File: config.mk
export PLATFORM = sky130hd
export DESIGN_NAME = ptimer_top
export DESIGN_NICKNAME = d
export VERILOG_FILES = /design/src/rtl/ptimer_pkg.sv /design/src/rtl/ptimer_regfile.sv /design/src/rtl/ptimer_counter.sv /design/src/rtl/ptimer_pending.sv /design/src/rtl/ptimer_router.sv /design/src/rtl/ptimer_top.sv
export SDC_FILE = /design/constraint.sdc
export NUM_CORES = 1
export LEC_CHECK = 0
export ABC_AREA = 1
export BUFFER_PORTS_ARGS = -buffer_cell sky130_fd_sc_hd__buf_2
export CELL_PAD_IN_SITES_DETAIL_PLACEMENT = 1
export CELL_PAD_IN_SITES_GLOBAL_PLACEMENT = 1
export CORE_MARGIN = 1.5
export CORE_UTILIZATION = 46
export CTS_BUF_LIST = sky130_fd_sc_hd__clkbuf_8 sky130_fd_sc_hd__clkbuf_16
export DETAILED_ROUTE_END_ITERATION = 10
export PLACE_DENSITY = 0.82
export RECOVER_POWER = 50
export SYNTH_ARGS = -nofsm -noshare
export SYNTH_HDL_FRONTEND = slang
export SYNTH_HIERARCHICAL = 1
export SYNTH_SLANG_ARGS = --single-unit
File: constraint.sdc
create_clock -name clk -period 6 [get_ports clk]
set_input_delay 1.5 -clock clk [delete_from_list [all_inputs] [get_ports clk]]
set_output_delay 1.5 -clock clk [all_outputs]
set_load 0.01 [all_outputs]
File: src/rtl/ptimer_pkg.sv
package ptimer_pkg;

    localparam int unsigned DATA_W   = 32;
    localparam int unsigned PRESET_W = 29;

    localparam logic [11:0] OFS_CTRL = 12'h000;
    localparam logic [11:0] OFS_STAT = 12'h004;
    localparam logic [11:0] OFS_SRC  = 12'h008;
    localparam logic [11:0] OFS_MASK = 12'h100;

    localparam int unsigned BIT_RUN     = 31;
    localparam int unsigned BIT_REPEAT  = 30;
    localparam int unsigned BIT_PENDING = 30;

    typedef struct packed {
        logic                run;
        logic                repeat_en;
        logic                rsvd;
        logic [PRESET_W-1:0] preset;
    } ctrl_t;

    typedef enum logic [1:0] {
        SRC_OFF  = 2'd0,
        SRC_OSC  = 2'd1,
        SRC_TSC  = 2'd2,
        SRC_OFF3 = 2'd3
    } tick_src_e;

    function automatic ctrl_t word_to_ctrl(input logic [DATA_W-1:0] w);
        ctrl_t c;
        c.run       = w[BIT_RUN];
        c.repeat_en = w[BIT_REPEAT];
        c.rsvd      = 1'b0;
        c.preset    = w[PRESET_W-1:0];
        return c;
    endfunction

    function automatic logic pick_tick(input tick_src_e s, input logic osc, input logic tsc);
        case (s)
            SRC_OSC: return osc;
            SRC_TSC: return tsc;
            default: return 1'b0;
        endcase
    endfunction

endpackage

File: src/rtl/ptimer_regfile.sv
module ptimer_regfile
    import ptimer_pkg::*;
#(
    parameter int unsigned ADDR_W    = 12,
    parameter int unsigned NUM_LINES = 4
) (
    input  logic                            clk,
    input  logic                            rst,
    input  logic                            reg_valid,
    input  logic                            reg_write,
    input  logic [ADDR_W-1:0]               reg_addr,
    input  logic [DATA_W-1:0]               reg_wdata,
    output logic [DATA_W-1:0]               reg_rdata,
    input  logic                            pending,
    output ctrl_t                           ctrl,
    output tick_src_e                       src,
    output logic [NUM_LINES-1:0][DATA_W-1:0] masks,
    output logic                            load,
    output logic [PRESET_W-1:0]             load_value,
    output logic                            stop,
    output logic                            clear
);
    localparam int unsigned MASK_END = int'(OFS_MASK) + 4 * NUM_LINES;
    localparam int unsigned LINE_W   = (NUM_LINES > 1) ? $clog2(NUM_LINES) : 1;

    logic wr, rd;
    logic hit_ctrl, hit_stat, hit_src, hit_mask;
    logic [ADDR_W-1:0] mask_off;
    logic [LINE_W-1:0] line_sel;

    assign wr = reg_valid & reg_write;
    assign rd = reg_valid & ~reg_write;

    assign hit_ctrl = (reg_addr == ADDR_W'(OFS_CTRL));
    assign hit_stat = (reg_addr == ADDR_W'(OFS_STAT));
    assign hit_src  = (reg_addr == ADDR_W'(OFS_SRC));
    assign hit_mask = (int'(reg_addr) >= int'(OFS_MASK)) &&
                      (int'(reg_addr) < int'(MASK_END)) &&
                      (reg_addr[1:0] == 2'b00);
    assign mask_off = reg_addr - ADDR_W'(OFS_MASK);
    assign line_sel = LINE_W'(mask_off >> 2);

    assign load       = wr & hit_ctrl & reg_wdata[BIT_RUN];
    assign stop       = wr & hit_ctrl & ~reg_wdata[BIT_RUN];
    assign load_value = reg_wdata[PRESET_W-1:0];
    assign clear      = wr & hit_stat & reg_wdata[BIT_PENDING];

    always_ff @(posedge clk) begin
        if (rst) begin
            ctrl <= '0;
            src  <= SRC_OFF;
        end else if (wr) begin
            if (hit_ctrl) ctrl <= word_to_ctrl(reg_wdata);
            if (hit_src)  src  <= tick_src_e'(reg_wdata[1:0]);
        end
    end

    for (genvar l = 0; l < NUM_LINES; l++) begin : g_mask
        always_ff @(posedge clk) begin
            if (rst)
                masks[l] <= '0;
            else if (wr && hit_mask && (int'(line_sel) == l))
                masks[l] <= reg_wdata;
        end
    end

    logic [DATA_W-1:0] rd_mux;
    always_comb begin
        rd_mux = '0;
        if (hit_ctrl)
            rd_mux = ctrl;
        else if (hit_stat)
            rd_mux[BIT_PENDING] = pending;
        else if (hit_src)
            rd_mux[1:0] = src;
        else if (hit_mask)
            rd_mux = masks[line_sel];
    end

    always_ff @(posedge clk) begin
        if (rst)
            reg_rdata <= '0;
        else if (rd)
            reg_rdata <= rd_mux;
    end

    assert_ctrl_rsvd_R1: assert property (@(posedge clk) disable iff (rst)
        wr && hit_ctrl |=> ctrl.rsvd == 1'b0);

    assert_rd_latency_R11: assert property (@(posedge clk) disable iff (rst)
        !rd |=> $stable(reg_rdata));

endmodule

File: src/rtl/ptimer_counter.sv
module ptimer_counter
    import ptimer_pkg::*;
(
    input  logic                clk,
    input  logic                rst,
    input  logic                osc_tick,
    input  logic                tsc_tick,
    input  tick_src_e           src,
    input  logic                load,
    input  logic [PRESET_W-1:0] load_value,
    input  logic                stop,
    input  logic                repeat_en,
    input  logic [PRESET_W-1:0] preset,
    output logic                expire
);
    logic                running;
    logic [PRESET_W-1:0] count;
    logic                tick;

    assign tick   = pick_tick(src, osc_tick, tsc_tick);
    assign expire = running & tick & (count == '0) & ~load & ~stop;

    always_ff @(posedge clk) begin
        if (rst) begin
            running <= 1'b0;
            count   <= '0;
        end else if (load) begin
            running <= 1'b1;
            count   <= load_value;
        end else if (stop) begin
            running <= 1'b0;
        end else if (running && tick) begin
            if (count == '0) begin
                if (repeat_en)
                    count <= preset;
                else
                    running <= 1'b0;
            end else begin
                count <= count - 1'b1;
            end
        end
    end

    assert_hold_no_tick_R7: assert property (@(posedge clk) disable iff (rst)
        !load && !tick |=> $stable(count));

    assert_reload_R3: assert property (@(posedge clk) disable iff (rst)
        expire && repeat_en |=> running && count == $past(preset));

    assert_oneshot_halts_R4: assert property (@(posedge clk) disable iff (rst)
        expire && !repeat_en |=> !running);

    assert_stop_now_R5: assert property (@(posedge clk) disable iff (rst)
        stop && !load |=> !running);

    assert_restart_R9: assert property (@(posedge clk) disable iff (rst)
        load |=> running && count == $past(load_value));

endmodule

File: src/rtl/ptimer_pending.sv
module ptimer_pending (
    input  logic clk,
    input  logic rst,
    input  logic set,
    input  logic clear,
    output logic flag
);
    always_ff @(posedge clk) begin
        if (rst)
            flag <= 1'b0;
        else if (set)
            flag <= 1'b1;
        else if (clear)
            flag <= 1'b0;
    end

    assert_set_wins_R10: assert property (@(posedge clk) disable iff (rst)
        set |=> flag);

    assert_w1c_R6: assert property (@(posedge clk) disable iff (rst)
        clear && !set |=> !flag);

    assert_sticky_R6: assert property (@(posedge clk) disable iff (rst)
        flag && !clear |=> flag);

endmodule

File: src/rtl/ptimer_router.sv
module ptimer_router
    import ptimer_pkg::*;
#(
    parameter int unsigned NUM_LINES = 4,
    parameter int unsigned TIMER_ID  = 2
) (
    input  logic                             pending,
    input  logic [NUM_LINES-1:0][DATA_W-1:0] masks,
    output logic [NUM_LINES-1:0]             irq_line
);
    for (genvar l = 0; l < NUM_LINES; l++) begin : g_line
        assign irq_line[l] = pending & masks[l][TIMER_ID];
    end
endmodule

File: src/rtl/ptimer_top.sv
module ptimer_top
    import ptimer_pkg::*;
#(
    parameter int unsigned ADDR_W    = 12,
    parameter int unsigned NUM_LINES = 4,
    parameter int unsigned TIMER_ID  = 2
) (
    input  logic                 clk,
    input  logic                 rst,
    input  logic                 reg_valid,
    input  logic                 reg_write,
    input  logic [ADDR_W-1:0]    reg_addr,
    input  logic [31:0]          reg_wdata,
    output logic [31:0]          reg_rdata,
    input  logic                 osc_tick,
    input  logic                 tsc_tick,
    output logic [NUM_LINES-1:0] irq_line
);
    ctrl_t                            ctrl;
    tick_src_e                        src;
    logic [NUM_LINES-1:0][DATA_W-1:0] masks;
    logic                             load, stop, clear, expire, pending;
    logic [PRESET_W-1:0]              load_value;

    ptimer_regfile #(.ADDR_W(ADDR_W), .NUM_LINES(NUM_LINES)) u_regs (
        .clk(clk), .rst(rst),
        .reg_valid(reg_valid), .reg_write(reg_write), .reg_addr(reg_addr),
        .reg_wdata(reg_wdata), .reg_rdata(reg_rdata),
        .pending(pending), .ctrl(ctrl), .src(src), .masks(masks),
        .load(load), .load_value(load_value), .stop(stop), .clear(clear)
    );

    ptimer_counter u_cnt (
        .clk(clk), .rst(rst), .osc_tick(osc_tick), .tsc_tick(tsc_tick),
        .src(src), .load(load), .load_value(load_value), .stop(stop),
        .repeat_en(ctrl.repeat_en), .preset(ctrl.preset), .expire(expire)
    );

    ptimer_pending u_pend (
        .clk(clk), .rst(rst), .set(expire), .clear(clear), .flag(pending)
    );

    ptimer_router #(.NUM_LINES(NUM_LINES), .TIMER_ID(TIMER_ID)) u_route (
        .pending(pending), .masks(masks), .irq_line(irq_line)
    );

    assert_irq_needs_flag_R8: assert property (@(posedge clk) disable iff (rst)
        |irq_line |-> pending);

    assert_expire_flags_R2: assert property (@(posedge clk) disable iff (rst)
        expire |=> pending);

endmodule

# Yosys cells after proc, flatten, opt, wreduce, memory -nomap -nowiden
# Cells that the tools add are included.
# totals
ff_bits	224
in_bits	50
elab_cells	88
# classes
addsub	2
order_cmp	3
eq_ne	10
muxes	22
bitwise_logic	19
reduce_logical	20
# op_table
cell	count
2-to-1 mux 29 bit	5
2-to-1 mux 32 bit	3
binary-select mux 32 bit (select 2 bit)	1
2-to-1 mux 30 bit	2
logical NOT 29 bit	1
subtractor 29 x 1 -> 29 bit, second input constant	1
AND 1 bit	15
== test 12 x 3 -> 1 bit, second input constant	1
== test 12 x 4 -> 1 bit, second input constant	1
greater-or-equal comparator 12 x 9 -> 1 bit, second input constant	1
logical NOT 12 bit	1
less-than comparator 12 x 9 -> 1 bit, second input constant	1
2-to-1 mux 1 bit	9
logical AND 1 bit	8
== test 2 bit, second input constant	3
AND reduction 3 bit	2
nonzero test 3 bit	2
== test 2 x 1 -> 1 bit, second input constant	2
logical NOT 2 bit	2
inverter 1 bit	4
AND reduction 2 bit	2
nonzero test 2 bit	2
subtractor 4 x 1 -> 4 bit, second input constant	1
less-than comparator 2 x 3 -> 1 bit, second input constant	1
other kinds (5)	5

# Longest topological paths before layout
# Gate-level depths: netlist of run 1.
# logic_depth
ltp_word	7
mapped_depth	15
ltp_nobuf	14

# By module
# Netlist of run 1, hierarchy kept.
# by_module_without_submodules
mod	n_inst	cells_each	area_each_um2
ptimer_regfile	1	1298	8654.6
ptimer_counter	1	426	2531.2
ptimer_pending	1	5	40.0
ptimer_router	1	8	30.0

# Worst setup path before layout of run 1
# Ideal clock, no wire load.
# synth_path
path_type	in2reg
from	in reg_addr[2]
to	reg u_cnt.count[3]
setup_time_ns	0.115
t_arrival_ns	3.369
path_slack_ns	2.517
stages	12
path_buffers	3
cell_sequence	buf_2 nor2_1 inv_1 nor2_2 nand2_1 buf_2 nor2_1 inv_1 clkbuf_1 or2_2 a21oi_1 nor2_1
# synth_between
elab_chain_cells	5
word_cells_on_any_way	9
# synth_lines
item	line_no	text
from (decl)	ptimer_top.sv:12	input logic [ADDR_W-1:0] reg_addr,
logical NOT 12 bit *	ptimer_regfile.sv:34	assign hit_ctrl = (reg_addr == ADDR_W'(OFS_CTRL));
AND 1 bit * (2 in series)	ptimer_regfile.sv:43	assign load = wr & hit_ctrl & reg_wdata[BIT_RUN];
net load	ptimer_top.sv:22	logic load, stop, clear, expire, pending;
!= test 3 x 2 -> 1 bit (no source line) (tied with other cells)	-	
AND reduction 3 bit (no source line)	-	
to (signal assigned)	ptimer_counter.sv:29	count <= load_value;
to (signal assigned)	ptimer_counter.sv:35	count <= preset;
to (signal assigned)	ptimer_counter.sv:39	count <= count - 1'b1;
to (decl)	ptimer_counter.sv:17	logic [PRESET_W-1:0] count;
# Mark *: on every way through the listed nets, which the timed path passes. The rest lies on a longest branch.
# A chain may end at the register's enable or synchronous reset.

# Final worst setup path of run 1
# layout_path
from	in reg_addr[5]
to	reg u_cnt.count[8]
# The elaborated chain is that of the path after synthesis.

==> metrics, run 1 <==
status finished with violations; failing checks max-capacitance violations, max-slew violations; HPWL Detailed roughly 22 mm; Root Buffer clkbuf_16; port bufs 85; Hold Buf Count CTS 0; post-place setup slack ~930 ps; Worst Max-Slew Pin Slew ~1900 ps; Netlist Area Pre-Place roughly 11000 um2; Syn Nets between 1500 and 2000; WL/cell between 15 and 20 um; Routability Congestion 0.8571; Die ar. between 20000 and 30000 um2; Final period util around four fifths; final WL between 30 and 40 mm; Fmax achieved around 210 MHz; via count between 10000 and 15000; die height approximately 160 um; commonest non-fill, non-tap cells in the layout 447 x nand2_1, 342 x nor2_1, 224 x dfxtp_1; post-route minimum period roughly 4800 ps; Mapped Cells around 1700; CP Capture Type flop; htree depth 1; initial antenna violation count 0; worst reg2reg path startpoint u_regs/src[0]; ANT nets after route 0; GRT Util Overall 27.42%; nets@finish approximately 1800; post-CTS setup buffers 0; required time worst endpoint 6420 ps; via/cell ratio 5.283; slowest stage delay, CP 600 ps; Reg clk slew, reported paths ~60 ps; core area 24180 um2; CTS buffer count 25; I/O pin count 86; max_slew headroom -23.93%; Std-Cell Rows 57; crit path from reg_addr[5]; GRT Residual Overflow 0; antenna fix cells 0; DR iter-0 viols ~610; crit-path cells buf_2 -> nor2_1 -> nand2_1 -> nor2_1 -> nand2_1 -> nor2_1 -> nand2_1 -> buf_4 -> nor2_2 -> buf_4 -> inv_1 -> nand2_1 -> nand3_4 -> inv_2 -> nand2_1 -> nor2_1 -> nor2_1; post-CTS resize count 0; Filler cells roughly 3300; Hold Path Class reg2reg; Fin Setup TNS 0 ps; Starting Density between 40% and 50%; clock latency on the worst-skew pair 530 ps; Area Overhead vs Synth 8.301%; Leak a little under 0.006 uW; CP max stage cell inv_2; Bufs on Longest Clock Path 3; max cap viols 3; Crit Path Category in2reg; # setup viols final 0; Multi-input gate area ~5300 um2; Chip Width 159.3 um; clock skew just over 9 ps; Pwr per Cell Area between 200 and 300 nW/um2; Storage cell area approximately 4500 um2; Max Slew Vio Count just over 100; synthesized area per cell 6.481 um2; setup ws final 1220 ps; Synthesis Warnings 6; most common cell after layout, fill and taps aside nand2_1; first-pass GRT wire length slightly below 60 mm; crit-path max FO 34; CTS tree built; number of global-route vias before repair 11360; VDD IR-drop max 0.0001792 V; Worst EP arrival 5200 ps; largest net degree at the start of global routing 83; Fin. Hold Viols 0; share of cells above drive strength 1 between 7 and 8%; DRC Markers 0; utilization after layout roughly half; Critical Path Start Type input pin; HP Start u_regs/ctrl[22]; Pre-antenna DRT Iters 5; RSZ-0062 raised after global routing false; clock sinks ~220
## flip-flops by register name, indices dropped and copies added (netlist names)
signal            cells
u_regs/masks        128
u_regs/reg_rdata     32
u_regs/ctrl          31
u_cnt/count          29
u_regs/src            2
u_cnt/running         1
u_pend/flag           1
## layout make-up
type	count	share of cell area [%]
clock inverter	13	0.5240
inverter	186	5.764
tap	324	3.329
clock buffer	32	5.928
timing repair buffer	98	3.925
sequential	224	36.82
multi-input combinational	1199	43.71
## through the flow
stage | instance area (um2) | hold slack (ps) | instances | power [uW]
final | 12180 | 481.7 | 2076 | 3117
after detailed placement | 11480 | 472.0 | 2031 | 1684
after CTS | 12260 | 481.2 | 2076 | 3148
after floorplan | 11240 | 446.8 | 1735 | 1615
after global routing | 12180 | 497.5 | 2076 | 3212
after global placement | 11480 | 459.8 | 2031 | 1683
## worst paths after layout
path,end,slack (ps),cells past startpoint
worst min register to register,u_regs/ctrl[22],480,2
worst max-delay path,u_cnt/count[8],1220,17
worst max register to register,u_cnt/count[8],3420,10
worst min-delay path,u_regs/ctrl[22],480,2
## layer usage
metal / share of wire, % / global-route usage, % / up-vias
met1: 46 / 35.16 / 5358
li1: - / - / 5393
met5: 0 / 0 / -
met4: 1.7 / 6.132 / 0
met3: 2.8 / 2.527 / 50
met2: 50 / 49.72 / 167
## power by group
part / internal, uW / switching, uW / total (uW) / leakage [uW]
clock: 842 / 626 / 1470 / 0.000415
combinational: 31.9 / 114 / 146 / 0.00366
sequential: 1500 / 5.86 / 1500 / 0.00181
total: 2370 / 747 / 3120 / 0.00589
## worst max-delay path: cells and delay by family
family	cells	cell delay, ps
simple gates	12	2000
buf+inv	5	1670
No activity file was read; power rests on OpenSTA's default activity.
==> run 2: changes to the inputs <==
CORE_UTILIZATION = 43   (was 46)
PLACE_DENSITY = 0.77   (was 0.82)
clock period = 4.88 ns   (was 6 ns; I/O delays follow)
==> run 2 against run 1 <==
  * The run still ends with max-capacitance violations, max-slew violations left
  * Clock power rose by 35%
  * First-iteration DRC count fell by 4.6%
  * Worst setup slack got worse by 420 ps
  * Global-route usage fell by 0.79 points
  * Clock skew rose by 4.5 ps
  * Wire length rose by 2.5%
  * Cell area rose by 1.3%
  * Register-to-register slack got worse by 1000 ps
  * Sequential share of layout area fell by 0.48 points
  * Critical path depth fell by 1
  * Largest power group is now the clock network
==> metrics, run 2 (synthesized netlist as in run 1, its figures left out) <==
Crit Path Category in2reg (unchanged); clock skew 13.72 ps (was 9.265 ps); Reg clk slew, reported paths 60 ps (about the same); GRT Util Overall 26.63% (was 27.42%); GRT Residual Overflow 0 (unchanged); Final period util a little over four fifths; CP max stage cell inv_2 (unchanged); Leak 0.005973 uW (was 0.005885 uW); Fmax achieved 244.8 MHz; commonest non-fill, non-tap cells in the layout 449 x nand2_1, 342 x nor2_1, 224 x dfxtp_1 (was 447 x nand2_1, 342 x nor2_1, 224 x dfxtp_1); final WL 35.87 mm (was 34.99 mm); core area 25840 um2 (was 24180 um2); Filler cells 3503 (was 3271); hold_ws 478.7 ps (was 481.7 ps); WL/cell 17.10 um (was 16.85 um); Fin. Hold Viols 0 (unchanged); Largest Register u_regs/masks (unchanged); Fin Setup TNS 0 ps (unchanged); I/O pin count 86 (unchanged); Starting Density 43.52% (was 46.51%); clock sinks 224 (unchanged); initial antenna violation count 1 (was 0); post-CTS setup buffers 0 (unchanged); fin area 12340 um2 (was 12180 um2); number of global-route vias before repair 11160 (was 11360); Chip Width 164.7 um (was 159.3 um); Critical path buffers and inverters 4 (was 5); VDD IR-drop max 0.0002285 V (was 0.0001792 V); post-CTS resize count 0 (unchanged); Pre-antenna DRT Iters 7 (was 5); Worst EP arrival 4500 ps (was 5200 ps); crit-path max FO 34 (unchanged); clock latency on the worst-skew pair 530 ps (about the same); RSZ-0062 raised after global routing false (unchanged); Max Slew Vio Count 31 (was 103); max_slew headroom -12.42% (was -23.93%); via count 11010 (was 10970); Hold Buf Count CTS 0 (unchanged); # setup viols final 0 (unchanged); crit-path cells buf_2 -> nor2_1 -> nand2_1 -> nor2_1 -> nand2_1 -> nor2_1 -> nand2_1 -> nor2_2 -> buf_4 -> inv_1 -> nand2_1 -> nand3_4 -> inv_2 -> nand2_1 -> nor2_1 -> nor2_1 (was buf_2 -> nor2_1 -> nand2_1 -> nor2_1 -> nand2_1 -> nor2_1 -> nand2_1 -> buf_4 -> nor2_2 -> buf_4 -> inv_1 -> nand2_1 -> nand3_4 -> inv_2 -> nand2_1 -> nor2_1 -> nor2_1); HPWL Detailed 23.52 mm (was 22.22 mm); wl on met1 16.36 mm (was 16.08 mm); CTS buffer count 27 (was 25); Routability Congestion 0.8796 (was 0.8571); nets@finish 1795 (was 1787); required time worst endpoint 5300 ps (was 6420 ps); post-place setup slack 572.3 ps (was 929.5 ps); most common cell after layout, fill and taps aside nand2_1 (unchanged); failing checks max-capacitance violations, max-slew violations (unchanged); Bufs on Longest Clock Path 3 (unchanged); Die ar. 27130 um2 (was 25390 um2); post-route minimum period approximately 4100 ps; CP top delay family simple AND/OR/NAND/NOR gates (unchanged); port bufs 85 (unchanged); met3 wire len 1.096 mm (was 994 um); Post-Place Cell Area 11550 um2 (was 11480 um2); first-pass GRT wire length 57.83 mm (was 57.64 mm); share of cells above drive strength 1 8.002% (was 7.648%); utilization after layout 47.75% (was 50.37%); Critical Path Start Type input pin (unchanged); Worst Max-Slew Pin Slew 1686 ps (was 1859 ps); top sig layer met4 (unchanged); CTS tree built (unchanged); max cap viols 1 (was 3); DR iter-0 viols 586 (was 614); Area Overhead vs Synth 9.725% (was 8.301%); Hold Path Class reg2reg (unchanged); Std-Cell Rows 59 (was 57); CP Capture Type flop (unchanged); ANT nets after route 0 (unchanged); largest net degree at the start of global routing 85 (was 83); Pwr per Cell Area 325.3 nW/um2 (was 256.0 nW/um2); DRC Markers 0 (unchanged); Root Buffer clkbuf_16 (unchanged); setup ws final 795.2 ps (was 1220 ps); Largest regs u_regs/masks: 128 flops, u_regs/reg_rdata: 32 flops, u_regs/ctrl: 31 flops (unchanged); max reg flops 128 (unchanged); htree depth 1 (unchanged); status finished with violations (unchanged); die height 164.7 um (was 159.3 um); slowest stage delay, CP 590 ps (was 600 ps); met2 WL 17.67 mm (was 17.33 mm); via/cell ratio 5.248 (was 5.283)
==> run 2: cell count changes in the layout (fill, tap and decap cells not counted), sizes merged <==
cell / change
buf: +7
bufinv: +2
inv: +2
clkbuf: -1
clkinv: +1
clkinvlp: -1
diode: +1
==> run 2: final cells by class <==
cell class | instances | area [um2] | share of cell area (%)
clock inverters | 17 | 128.9 | 1.045
repair buffers | 104 | 539.3 | 4.371
diodes | 1 | 2.502 | 0.02028
well taps | 335 | 419.2 | 3.397
multi-input cells | 1199 | 5318 | 43.10
inverters | 186 | 701.9 | 5.689
clock buffers | 32 | 744.5 | 6.034
flip-flops and latches | 224 | 4484 | 36.35
==> run 2: through the flow <==
stage	total power (uW)	std cells
2_1_floorplan	1985	1735
5_1_grt	4129	2098
4_1_cts	4055	2097
3_3_place_gp	2074	2048
6_report	4014	2098
3_5_place_dp	2075	2048
==> run 2: report_power, final <==
| group | total [uW] | internal (uW) | switching, uW |
|---|---|---|---|
| clock network | 1980 | 1180 | 800 |
| logic | 184 | 40.8 | 143 |
| registers | 1850 | 1840 | 7.80 |
| total | 4010 | 3060 | 951 |
==> run 2: path summary, 6_finish.rpt <==
kind / from / end / slack [ps] / depth (start not counted)
setup / recovery: reg_addr[5] / u_cnt/count[6] / 800 / 16
hold / removal: u_regs/ctrl[26] / u_regs/ctrl[26] / 480 / 2
setup reg to reg: u_regs/src[0] / u_cnt/count[6] / 2400 / 10
hold reg to reg: u_regs/ctrl[26] / u_regs/ctrl[26] / 480 / 2
==> run 2: worst reg2reg max path, delay by kind of cell, from the launching register on <==
| family | cells | cell delay [ps] |
|---|---|---|
| simple gates | 7 | 990 |
| flops | 1 | 410 |
| fa+ha+maj | 1 | 290 |
| buf+inv | 2 | 670 |
==> run 2: layer usage <==
| layer | global-route usage, % | up-vias |
|---|---|---|
| li1 | - | 5408 |
| met1 | 34.58 | 5387 |
| met2 | 47.42 | 166 |
| met3 | 2.687 | 50 |
| met4 | 6.020 | 0 |
| met5 | 0 | - |
==> run 3: changes to the inputs <==
clock period = 4.14 ns   (was 4.88 ns; I/O delays follow)
==> run 3 against run 2 <==
  * The flow still finishes with violations (max-capacitance violations, max-slew violations)
  * Power grew 19%
  * Clock skew down 5.2 ps
  * Hold slack improved by 0.66 ps
  * Combinational power rose by 17%
  * Sequential power up 18%
==> metrics, run 3 (synthesized netlist as in run 1, its figures left out) <==
status finished with violations (unchanged); failing checks max-capacitance violations, max-slew violations (unchanged); fin cells 2096 (was 2098); Hold Path Depth 2 (unchanged); WL/cell 16.78 um (was 17.10 um); final WL 35.17 mm (was 35.87 mm); via count 10940 (was 11010); clock sinks 224 (unchanged); # setup viols final 0 (unchanged); clock latency on the worst-skew pair 530 ps (about the same); commonest non-fill, non-tap cells in the layout 448 x nand2_1, 341 x nor2_1, 224 x dfxtp_1 (was 449 x nand2_1, 342 x nor2_1, 224 x dfxtp_1); Reg2Reg Capture Point u_cnt/count[16] (was u_cnt/count[6]); CTS buffer count 26 (was 27); WHS Endpoint u_regs/ctrl[2] (was u_regs/ctrl[26]); nets@finish 1794 (was 1795); largest net degree at the start of global routing 81 (was 85); first-pass GRT wire length 57.33 mm (was 57.83 mm); Pre-antenna DRT Iters 5 (was 7); max reg flops 128 (unchanged); Worst EP arrival 3910 ps (was 4500 ps); Fin Setup TNS 0 ps (unchanged); slack of the worst reg-to-reg path 1690 ps (was 2400 ps); Max Slew Vio Count 31 (unchanged); DP Cell Count 2048 (unchanged); number of global-route vias before repair 10980 (was 11160); Hold Buf Count CTS 0 (unchanged); DR iter-0 viols 643 (was 586); port bufs 85 (unchanged); Critical Path Start Type input pin (unchanged); Routability Congestion 0.8749 (was 0.8796); Area Overhead vs Synth 10.39% (was 9.725%); DRC Markers 0 (unchanged); most common cell after layout, fill and taps aside nand2_1 (unchanged); crit path from reg_addr[5] (unchanged); ANT nets after route 0 (unchanged); post-route minimum period 3449 ps; max_slew headroom -13.12% (was -12.42%); I/O pin count 86 (unchanged); VDD IR-drop max 0.0003119 V (was 0.0002285 V); Fin. Hold Viols 0 (unchanged); Reg clk slew, reported paths 60 ps (about the same); worst reg2reg path startpoint u_regs/src[0] (unchanged); Root Buffer clkbuf_16 (unchanged); htree depth 1 (unchanged); RSZ-0062 raised after global routing false (unchanged); CP Capture Type flop (unchanged); post-CTS setup buffers 0 (unchanged); HP Start u_regs/ctrl[2] (was u_regs/ctrl[26]); HPWL Detailed 23.16 mm (was 23.52 mm); Fmax achieved about 290 MHz; post-CTS resize count 0 (unchanged); GRT Residual Overflow 0 (unchanged); GRT Util Overall 26.37% (was 26.63%); max cap viols 1 (unchanged); Pwr per Cell Area 386.2 nW/um2 (was 325.3 nW/um2); Die ar. 27130 um2 (unchanged); Bufs on Longest Clock Path 3 (unchanged); via/cell ratio 5.220 (was 5.248); Std-Cell Rows 59 (unchanged); Largest Register u_regs/masks (unchanged); die height 164.7 um (unchanged); core area 25840 um2 (unchanged); crit-path max FO 36 (was 34); initial antenna violation count 1 (unchanged); required time worst endpoint 4600 ps (was 5300 ps); clock skew 8.557 ps (was 13.72 ps); Largest regs u_regs/masks: 128 flops, u_regs/reg_rdata: 32 flops, u_regs/ctrl: 31 flops (unchanged); CTS tree built (unchanged); Worst Reg2Reg Path Length in Cells 9 (was 10); Final period util between 80% and 90%; Chip Width 164.7 um (unchanged); Worst Max-Slew Pin Slew 1697 ps (was 1686 ps); Starting Density 43.52% (unchanged); Leak 0.005999 uW (was 0.005973 uW); share of cells above drive strength 1 8.466% (was 8.002%); Crit Path Category in2reg (unchanged); Hold Path Class reg2reg (unchanged); utilization after layout 48.04% (was 47.75%)
==> run 3: worst max-delay path by stage <==
stage	endpoint	cells after the start
final	u_regs/masks[125]	11
after CTS	u_cnt/count[6]	13
after global routing	u_regs/masks[125]	11
after floorplan	u_cnt/count[3]	12
after detailed placement	u_cnt/count[6]	15
after global placement	u_cnt/count[6]	15
==> run 3: cell type report <==
class,count,area (um2)
Fill cell,3493,13420
Multi-Input combinational cell,1199,5319
Sequential cell,224,4484
Clock buffer,32,744.5
Inverter,186,701.9
Timing Repair Buffer,104,581.8
Tap cell,335,419.2
Clock inverter,15,160.2
Antenna cell,1,2.502
==> run 3: worst max-delay path, stage by stage <==
cell and delay, ps:
buf_2 100, nor2_1 90, nand2_1 90, nor2_4 210, nand2_2 80, nor2_1 290, nand3_1 1030, buf_4 670
nand2_1 130, nand2_1 70, nor2_1 100
==> run 3: layer usage <==
layer  part of all wire [%]  track usage, %  routed length (um)  up-vias
li1                       -               -                   -     5409
met5                      0               0                   0        -
met2                     49           46.96               17250      172
met4                    1.4           5.856                 497        0
met1                     46           34.13               16280     5327
met3                    3.2           2.863                1133       33
==> run 3: where the power goes <==
group | switching [uW] | total (uW) | internal [uW]
clock | 941 | 2400 | 1460
combinational | 168 | 215 | 47.8
sequential | 8.54 | 2180 | 2170
total | 1120 | 4790 | 3680
==> run 3: metrics by stage <==
step	instance area, um2	power, uW	setup WS [ps]	hold WS [ps]
2_1_floorplan	11240	2340	1122	446.8
6_report	12410	4794	691.4	479.4
3_3_place_gp	11580	2444	445.0	464.0
5_1_grt	12410	4962	383.1	500.3
4_1_cts	12490	4860	852.5	480.5
3_5_place_dp	11580	2445	284.5	471.6
